<file path="src/rtl/rmc_pkg.sv">
package rmc_pkg;

    typedef enum logic {
        CLR_IMMEDIATE = 1'b0,
        CLR_SYNC      = 1'b1
    } clr_style_e;

    typedef struct packed {
        logic term;
        logic transient;
        logic div;
    } rmc_flags_t;

    // Value the detector must recognise for a given modulus and clear style
    function automatic int detect_value(input int k, input clr_style_e style);
        return (style == CLR_SYNC) ? (k - 1) : k;
    endfunction

    // Highest bit set in k-1: the top count bit the K-state cycle toggles
    function automatic int top_bit(input int k);
        int b;
        b = 0;
        for (int i = 0; i < 31; i++) begin
            if (((k - 1) >> i) != 0) b = i;
        end
        return b;
    endfunction

endpackage

</file>
<file path="src/rtl/rmc_detect.sv">
module rmc_detect #(
    parameter int WIDTH = 4,
    parameter int MATCH = 13
) (
    input  logic [WIDTH-1:0] state,
    output logic             hit
);
    localparam logic [WIDTH-1:0] MASK = WIDTH'(MATCH);

    logic [WIDTH-1:0] tap;

    // Only bits that are ones in the match value take part in the AND
    for (genvar i = 0; i < WIDTH; i++) begin : g_tap
        if (MASK[i]) begin : g_use
            assign tap[i] = state[i];
        end else begin : g_skip
            assign tap[i] = 1'b1;
        end
    end

    assign hit = &tap;   // active high, matching the active-high clear
endmodule

</file>
<file path="src/rtl/rmc_core.sv">
module rmc_core #(
    parameter int                 WIDTH = 4,
    parameter rmc_pkg::clr_style_e STYLE = rmc_pkg::CLR_IMMEDIATE
) (
    input  logic             clk,
    input  logic             rst,
    input  logic             en,
    input  logic             clr,
    output logic [WIDTH-1:0] q
);
    logic [WIDTH-1:0] q_next;

    if (STYLE == rmc_pkg::CLR_IMMEDIATE) begin : g_imm
        // Clear acts at once; the pending count is applied to the cleared value
        always_comb begin
            if (clr) q_next = WIDTH'(en);
            else     q_next = q + WIDTH'(en);
        end
    end else begin : g_sync
        // Clear waits for the next enabled edge
        always_comb begin
            if (!en)      q_next = q;
            else if (clr) q_next = '0;
            else          q_next = q + WIDTH'(1);
        end
    end

    always_ff @(posedge clk) begin
        if (rst) q <= '0;
        else     q <= q_next;
    end
endmodule

</file>
<file path="src/rtl/reduced_mod_counter.sv">
module reduced_mod_counter #(
    parameter int                  WIDTH     = 4,
    parameter int                  MODULUS   = 13,
    parameter rmc_pkg::clr_style_e CLR_STYLE = rmc_pkg::CLR_IMMEDIATE
) (
    input  logic             clk,
    input  logic             rst,
    input  logic             en,
    output logic [WIDTH-1:0] count,
    output logic             term,
    output logic             div_out,
    output logic             transient
);
    import rmc_pkg::*;

    localparam int               DET     = detect_value(MODULUS, CLR_STYLE);
    localparam int               DIV_BIT = top_bit(MODULUS);
    localparam logic [WIDTH-1:0] DET_V   = WIDTH'(DET);
    localparam bit               IS_IMM  = (CLR_STYLE == CLR_IMMEDIATE);

    if (MODULUS < 2 || MODULUS >= (1 << WIDTH)) begin : g_bad_modulus
        $error("reduced_mod_counter: MODULUS out of range");
    end

    logic       hit;
    rmc_flags_t flags;

    rmc_core #(.WIDTH(WIDTH), .STYLE(CLR_STYLE)) u_core (
        .clk (clk),
        .rst (rst),
        .en  (en),
        .clr (hit),
        .q   (count)
    );

    rmc_detect #(.WIDTH(WIDTH), .MATCH(DET)) u_detect (
        .state (count),
        .hit   (hit)
    );

    always_comb begin
        flags.term      = hit;
        flags.transient = IS_IMM ? hit : 1'b0;
        flags.div       = count[DIV_BIT];
    end

    assign term      = flags.term;
    assign transient = flags.transient;
    assign div_out   = flags.div;


    count_range_chk: assert property (@(posedge clk) disable iff (rst)
        count <= DET_V);


    term_state_chk: assert property (@(posedge clk) disable iff (rst)
        term |-> (count == DET_V));

    if (IS_IMM) begin : g_chk_imm

        transient_exit_chk: assert property (@(posedge clk) disable iff (rst)
            (count == DET_V) |=> (count == WIDTH'($past(en))));

        hold_imm_chk: assert property (@(posedge clk) disable iff (rst)
            (!en && count != DET_V) |=> $stable(count));

        transient_flag_chk: assert property (@(posedge clk) disable iff (rst)
            transient |-> (count == WIDTH'(MODULUS)));
    end else begin : g_chk_sync

        sync_wrap_chk: assert property (@(posedge clk) disable iff (rst)
            (en && count == DET_V) |=> (count == '0));

        hold_sync_chk: assert property (@(posedge clk) disable iff (rst)
            !en |=> $stable(count));

        no_transient_chk: assert property (@(posedge clk) disable iff (rst)
            !transient);
    end
endmodule

</file>
<file path="config.mk">
export PLATFORM = sky130hd
export DESIGN_NAME = reduced_mod_counter
export DESIGN_NICKNAME = d
export VERILOG_FILES = /design/src/rtl/rmc_pkg.sv /design/src/rtl/rmc_detect.sv /design/src/rtl/rmc_core.sv /design/src/rtl/reduced_mod_counter.sv
export SDC_FILE = /design/constraint.sdc
export NUM_CORES = 1
export LEC_CHECK = 0
export BUFFER_PORTS_ARGS = -buffer_cell sky130_fd_sc_hd__buf_2
export CAP_MARGIN = 5
export CORE_AREA = 2 2 39 41
export CTS_CLUSTER_DIAMETER = 60
export DETAILED_ROUTE_END_ITERATION = 12
export DIE_AREA = 0 0 41 43
export PLACE_DENSITY = 0.32
export SYNTH_ARGS = -nofsm -noshare
export SYNTH_HDL_FRONTEND = slang
export SYNTH_SLANG_ARGS = --single-unit
</file>
<file path="constraint.sdc">
create_clock -name clk -period 1.25 [get_ports clk]
set_input_delay 0.25 -clock clk [delete_from_list [all_inputs] [get_ports clk]]
set_output_delay 0.25 -clock clk [all_outputs]
set_load 0.01 [all_outputs]
</file>
# --- Word-level counts from Yosys, hierarchy flattened ---
# Index checks and enable logic that the tools add are counted.
classes:
  reduce_logical: 2
  addsub: 1
  n_mux: 1
op_table:
  columns: ["op", "count"]
  rows:
  - ["adder 4 x 1 -> 4 bit", 1]
  - ["AND reduction 3 bit", 1]
  - ["OR reduction 2 bit", 1]
  - ["two-way mux 1 bit", 1]
totals:
  word_cells: 6
  out_inout_bits: 7
  reg_bits: 4

# --- Depth between registers and ports, before layout ---
depth:
  ltp_word: 2
  mapped_depth: 4
  depth_no_buf: 4

# --- Hierarchy ---
# A second synthesis with hierarchy kept.
unflattened:
  cells_unflattened: 18
  hier_area_um2: 193.9
modules_own_cells:
  columns: ["mod", "cells_per_inst", "n_inst", "area_per_inst_um2", "seq_area_each_um2"]
  rows:
  - ["rmc_core", 15, 1, 172.7, 80.1]
  - ["reduced_mod_counter", 2, 1, 15.0, 0.0]
  - ["rmc_detect", 1, 1, 6.3, 0.0]

# --- Worst setup path after synthesis ---
# No wires, ideal clock.
synth_path:
  kind: "register to register"
  from: "register u_core.q[0]"
  to: "register u_core.q[2]"
  slack_ns: 0.073
  t_required_ns: 1.180
  t_arrival_ns: 1.107
  path_stages_with_launch: 5
  path_buffers: 0
  setup_time_ns: 0.070
  path_cell_list: "dfxtp_1 ha_1 ha_1 a211o_1 a21oi_1"
synth_via:
  elab_chain_len: 2
synth_rtl:
  columns: ["element", "line", "rtl"]
  rows:
  - ["from (decl)", "rmc_core.sv:9", "output logic [WIDTH-1:0] q"]
  - ["from (signal assigned)", "rmc_core.sv:30", "else q <= q_next;"]
  - ["branches (longest 2 deep; another with adder 4 x 1 -> 4 bit)", null, null]
# Parallel ways; which one is timed is not known.
# A chain may end at the register's enable or synchronous reset.

# --- Final worst setup path ---
layout_path:
  from: "register u_core.q[2]"
  to: "output term"
layout_via:
  elab_chain_len: 1
layout_rtl:
  columns: ["element", "line", "rtl"]
  rows:
  - ["AND reduction 3 bit", "rmc_detect.sv:21", "assign hit = &tap;"]
  - ["to (decl)", "reduced_mod_counter.sv:10", "output logic term,"]
# Every way passes these cells.

==> results.md <==
| Quantity | Reported | Unit |
|---|---|---|
| Commonest non-fill, non-tap cell in the layout | sky130_fd_sc_hd__buf_2 | - |
| Cell count after synthesis | 20 | - |
| Power dissipated by switching net loads | 0.0000772 | W |
| Total negative slack | 0 | ps |
| Insertion delay of the later-clocked pin in the worst-skew pair | 240 | ps |
| Die outline height | 43 | microns |
| Top cell type's share of synthesized area | 40.5 | % |
| Synth top area cells | sky130_fd_sc_hd__dfxtp_1, sky130_fd_sc_hd__ha_1, sky130_fd_sc_hd__a21oi_1 | - |
| Maximum achievable frequency | 854 | MHz |
| Max-Slew Margin vs Limit | 92.3 | % |
| Hold_buf cts | 0 | - |
| Post-route fraction of the period consumed by the critical path | 93.7 | % |
| Diode count | 0 | - |
| Longest Clk Path Bufs | 2 | - |
| Design Power | 0.000339 | W |
| Critical Path RT | 1000 | ps |
| Min cycle time layout | 1170 | ps |
| Max stage delay on crit path | 360 | ps |
| H-tree levels | 1 | - |
| Overall die area | 0.00176 | sq mm |
| Final clock skew | 7.25 | ps |
| Clock tree from TritonCTS | yes | - |
| DRC marker count from the first detailed-route iteration | 4 | - |
| Via/cell ratio | 3.98 | - |
| Worst Hold Slack | 218 | ps |
| Placeable core region | 0.00138 | sq mm |
| Buffers and inverters on the worst path | 1 | - |
| Cts bufs inserted | 3 | - |
| Maximum number of pins on one net before global-route repair | 7 | - |
| RePlAce Congestion | 0.631 | - |
| Flop pwr share | 42.5 | % |
| Peak supply drop | 625 | uV |
| FF+latch count, synth | 4 | - |
| Count of antenna-violating nets left after detailed routing | 0 | - |
| First-pass GRT wire length | 614 | microns |
| Number of buffers added on ports | 9 | - |
| Final setup violation count | 0 | - |
| Yosys synthesis warning count | 0 | - |
| Number of nets produced by synthesis | 25 | - |
| Detailed Routing Iterations Pass 1 | 2 | - |
| Routed len/inst | 9.04 | microns |
| Reg clk slew, reported paths | 40 | ps |
| Pleak | 0.141 | nW |
| Logic gate share of total power | 10.1 | % |
| Flip-flop count of the largest register, all copies and words added | 4 | - |
| Status | finished, final reports clean | - |
| Max-slew violation count | 0 | - |
| DRC viols | 0 | - |
| Switching share of total power | 22.8 | % |
| Via count of the first global-routing pass | 159 | - |
| Post-route worst setup slack | 79.2 | ps |
| Internal | 0.000261 | W |
| Sum of routed wire length over all layers | 434 | microns |
| List of cells traversed by the critical path | and3_4 -> buf_6 | - |
| Highest-delay cell along the critical path | sky130_fd_sc_hd__dfxtp_1 | - |
| Worst-case setup slack after placement | 49.0 | ps |
| Kind of end point of the critical path | output pin | - |
| Launching element type of the critical path | register | - |
| Max-capacitance violation count | 0 | - |
| Initial standard-cell utilization of the core | 14.3 | % |
| Nets@finish | 39 | - |
| Number of clock sinks seen by CTS | 4 | - |
| Vias after detailed routing | 191 | - |
| Worst hold path class | in -> reg | - |
| Critical path class | reg -> out | - |
| Post-synthesis average cell area | 9.88 | sq um |
| Max FO, Critical Path | 4 | - |
| Die X | 41 | microns |
| Proportion of power drawn by the clock network | 47.4 | % |
| Boundary Pins | 10 | - |
| Fraction of final layout cells with drive strength greater than 1 | 53.1 | % |
| CP Data Arrival Time | 920 | ps |
| Root Buffer Master | sky130_fd_sc_hd__clkbuf_4 | - |
| Antenna violations before repair | 0 | - |
| Total Routing Usage GR | 6.41 | % |
| Placement Rows | 14 | - |
| Syn Std Cell Area | 198 | sq um |
| Overflow left after global routing | 0 | - |
| Worst path top cell family by delay | flip-flops | - |
| Number of distinct library cells after synthesis | 13 | - |
| Layout area overhead | 51.9 | % |
| Unrepaired setup endpoints after global routing | no | - |
| Power density over the cells | 1130 | mW/mm^2 |
| Register area share after synthesis | 40.5 | % |
| Register ranked first by flip-flop count | u_core.q | - |
| Most frequent cells in the layout | sky130_fd_sc_hd__buf_2, sky130_fd_sc_hd__a21oi_1, sky130_fd_sc_hd__clkbuf_4 | - |
| Worst slew pin tran | 113 | ps |
| Registers with the highest flip-flop counts | u_core.q (4) | - |
| Yosys top cell by area | sky130_fd_sc_hd__dfxtp_1 | - |
| Final hold violation count | 0 | - |
==> power groups by stage <==
stage / registers (W) / clock network [W] / logic [W]
CTS: 0.000141 / 0.000168 / 0.0000430
global route: 0.000145 / 0.000185 / 0.0000387
finish: 0.000144 / 0.000161 / 0.0000341
floorplan: 0.000147 / 0 / 0.0000146
detailed placement: 0.000143 / 0 / 0.0000430
global placement: 0.000143 / 0 / 0.0000434
==> metal layers <==
layer	wire [microns]	part of all wire, %	vias up	track usage, %
li1	-	-	96	-
met1	197	45	85	6.39
met2	184	42	10	6.25
met3	52	12	0	9.42
met4	0	0	0	4.00
met5	0	0	-	0
==> worst paths after layout <==
path,slack (ps),cells past startpoint,endpoint,from
hold reg to reg,510,2,u_core.q[3]$_SDFF_PP0_,u_core.q[1]$_SDFF_PP0_
setup reg to reg,100,4,u_core.q[2]$_SDFF_PP0_,u_core.q[0]$_SDFF_PP0_
setup / recovery,80,2,term,u_core.q[2]$_SDFF_PP0_
hold / removal,220,2,u_core.q[3]$_SDFF_PP0_,rst
==> area by class of cell <==
| class | instances | area [sq um] |
|---|---|---|
| inverter | 1 | 3.75 |
| tap | 16 | 20.0 |
| sequential | 4 | 82.6 |
| clock buffer | 3 | 22.5 |
| multi-input combinational | 13 | 98.8 |
| timing repair buffer | 11 | 72.6 |
| fill | 153 | 1080 |
==> metrics by stage <==
stage	instance area, sq um	util, %	std cells
2_1_floorplan	198	-	20
3_3_place_gp	263	19.0	45
3_5_place_dp	263	19.0	45
4_1_cts	305	22.1	49
5_1_grt	300	21.7	48
6_report	300	21.7	48
==> synth_stat cells <==
master,count
sky130_fd_sc_hd__dfxtp_1,4
sky130_fd_sc_hd__a21oi_1,3
sky130_fd_sc_hd__buf_4,2
sky130_fd_sc_hd__ha_1,2
sky130_fd_sc_hd__a211o_1,1
sky130_fd_sc_hd__and3_4,1
sky130_fd_sc_hd__inv_1,1
sky130_fd_sc_hd__mux2i_1,1
sky130_fd_sc_hd__nand2_1,1
sky130_fd_sc_hd__nand4b_1,1
sky130_fd_sc_hd__nor2_1,1
sky130_fd_sc_hd__nor3b_1,1
sky130_fd_sc_hd__o21ai_0,1
==> worst register-to-register path, delay by kind of cell, from the launching register on <==
| kind | cells | cell delay, ps |
|---|---|---|
| compound gates | 2 | 370 |
| fa+ha+maj | 2 | 380 |
| flops | 1 | 330 |
==> cell families after synthesis <==
logic type | after synthesis | share of synthesized area (%)
multiplexers | 1 | 5.06
flip-flops | 4 | 40.5
AND/OR/NAND/NOR | 5 | 17.7
buffers and inverters | 3 | 9.49
adder cells (fa/ha/maj) | 2 | 12.7
AO/OA/AOI/OAI | 5 | 14.6
==> timing repair <==
action | 4_1_cts | 5_1_grt
setup buffers | 1 | 0
hold endpoints to repair | 0 | 0
resized for setup | 2 | 2
pin swaps | 0 | 0
endpoints found under the setup margin | 2 | 2
No activity file was read; power rests on OpenSTA's default activity.
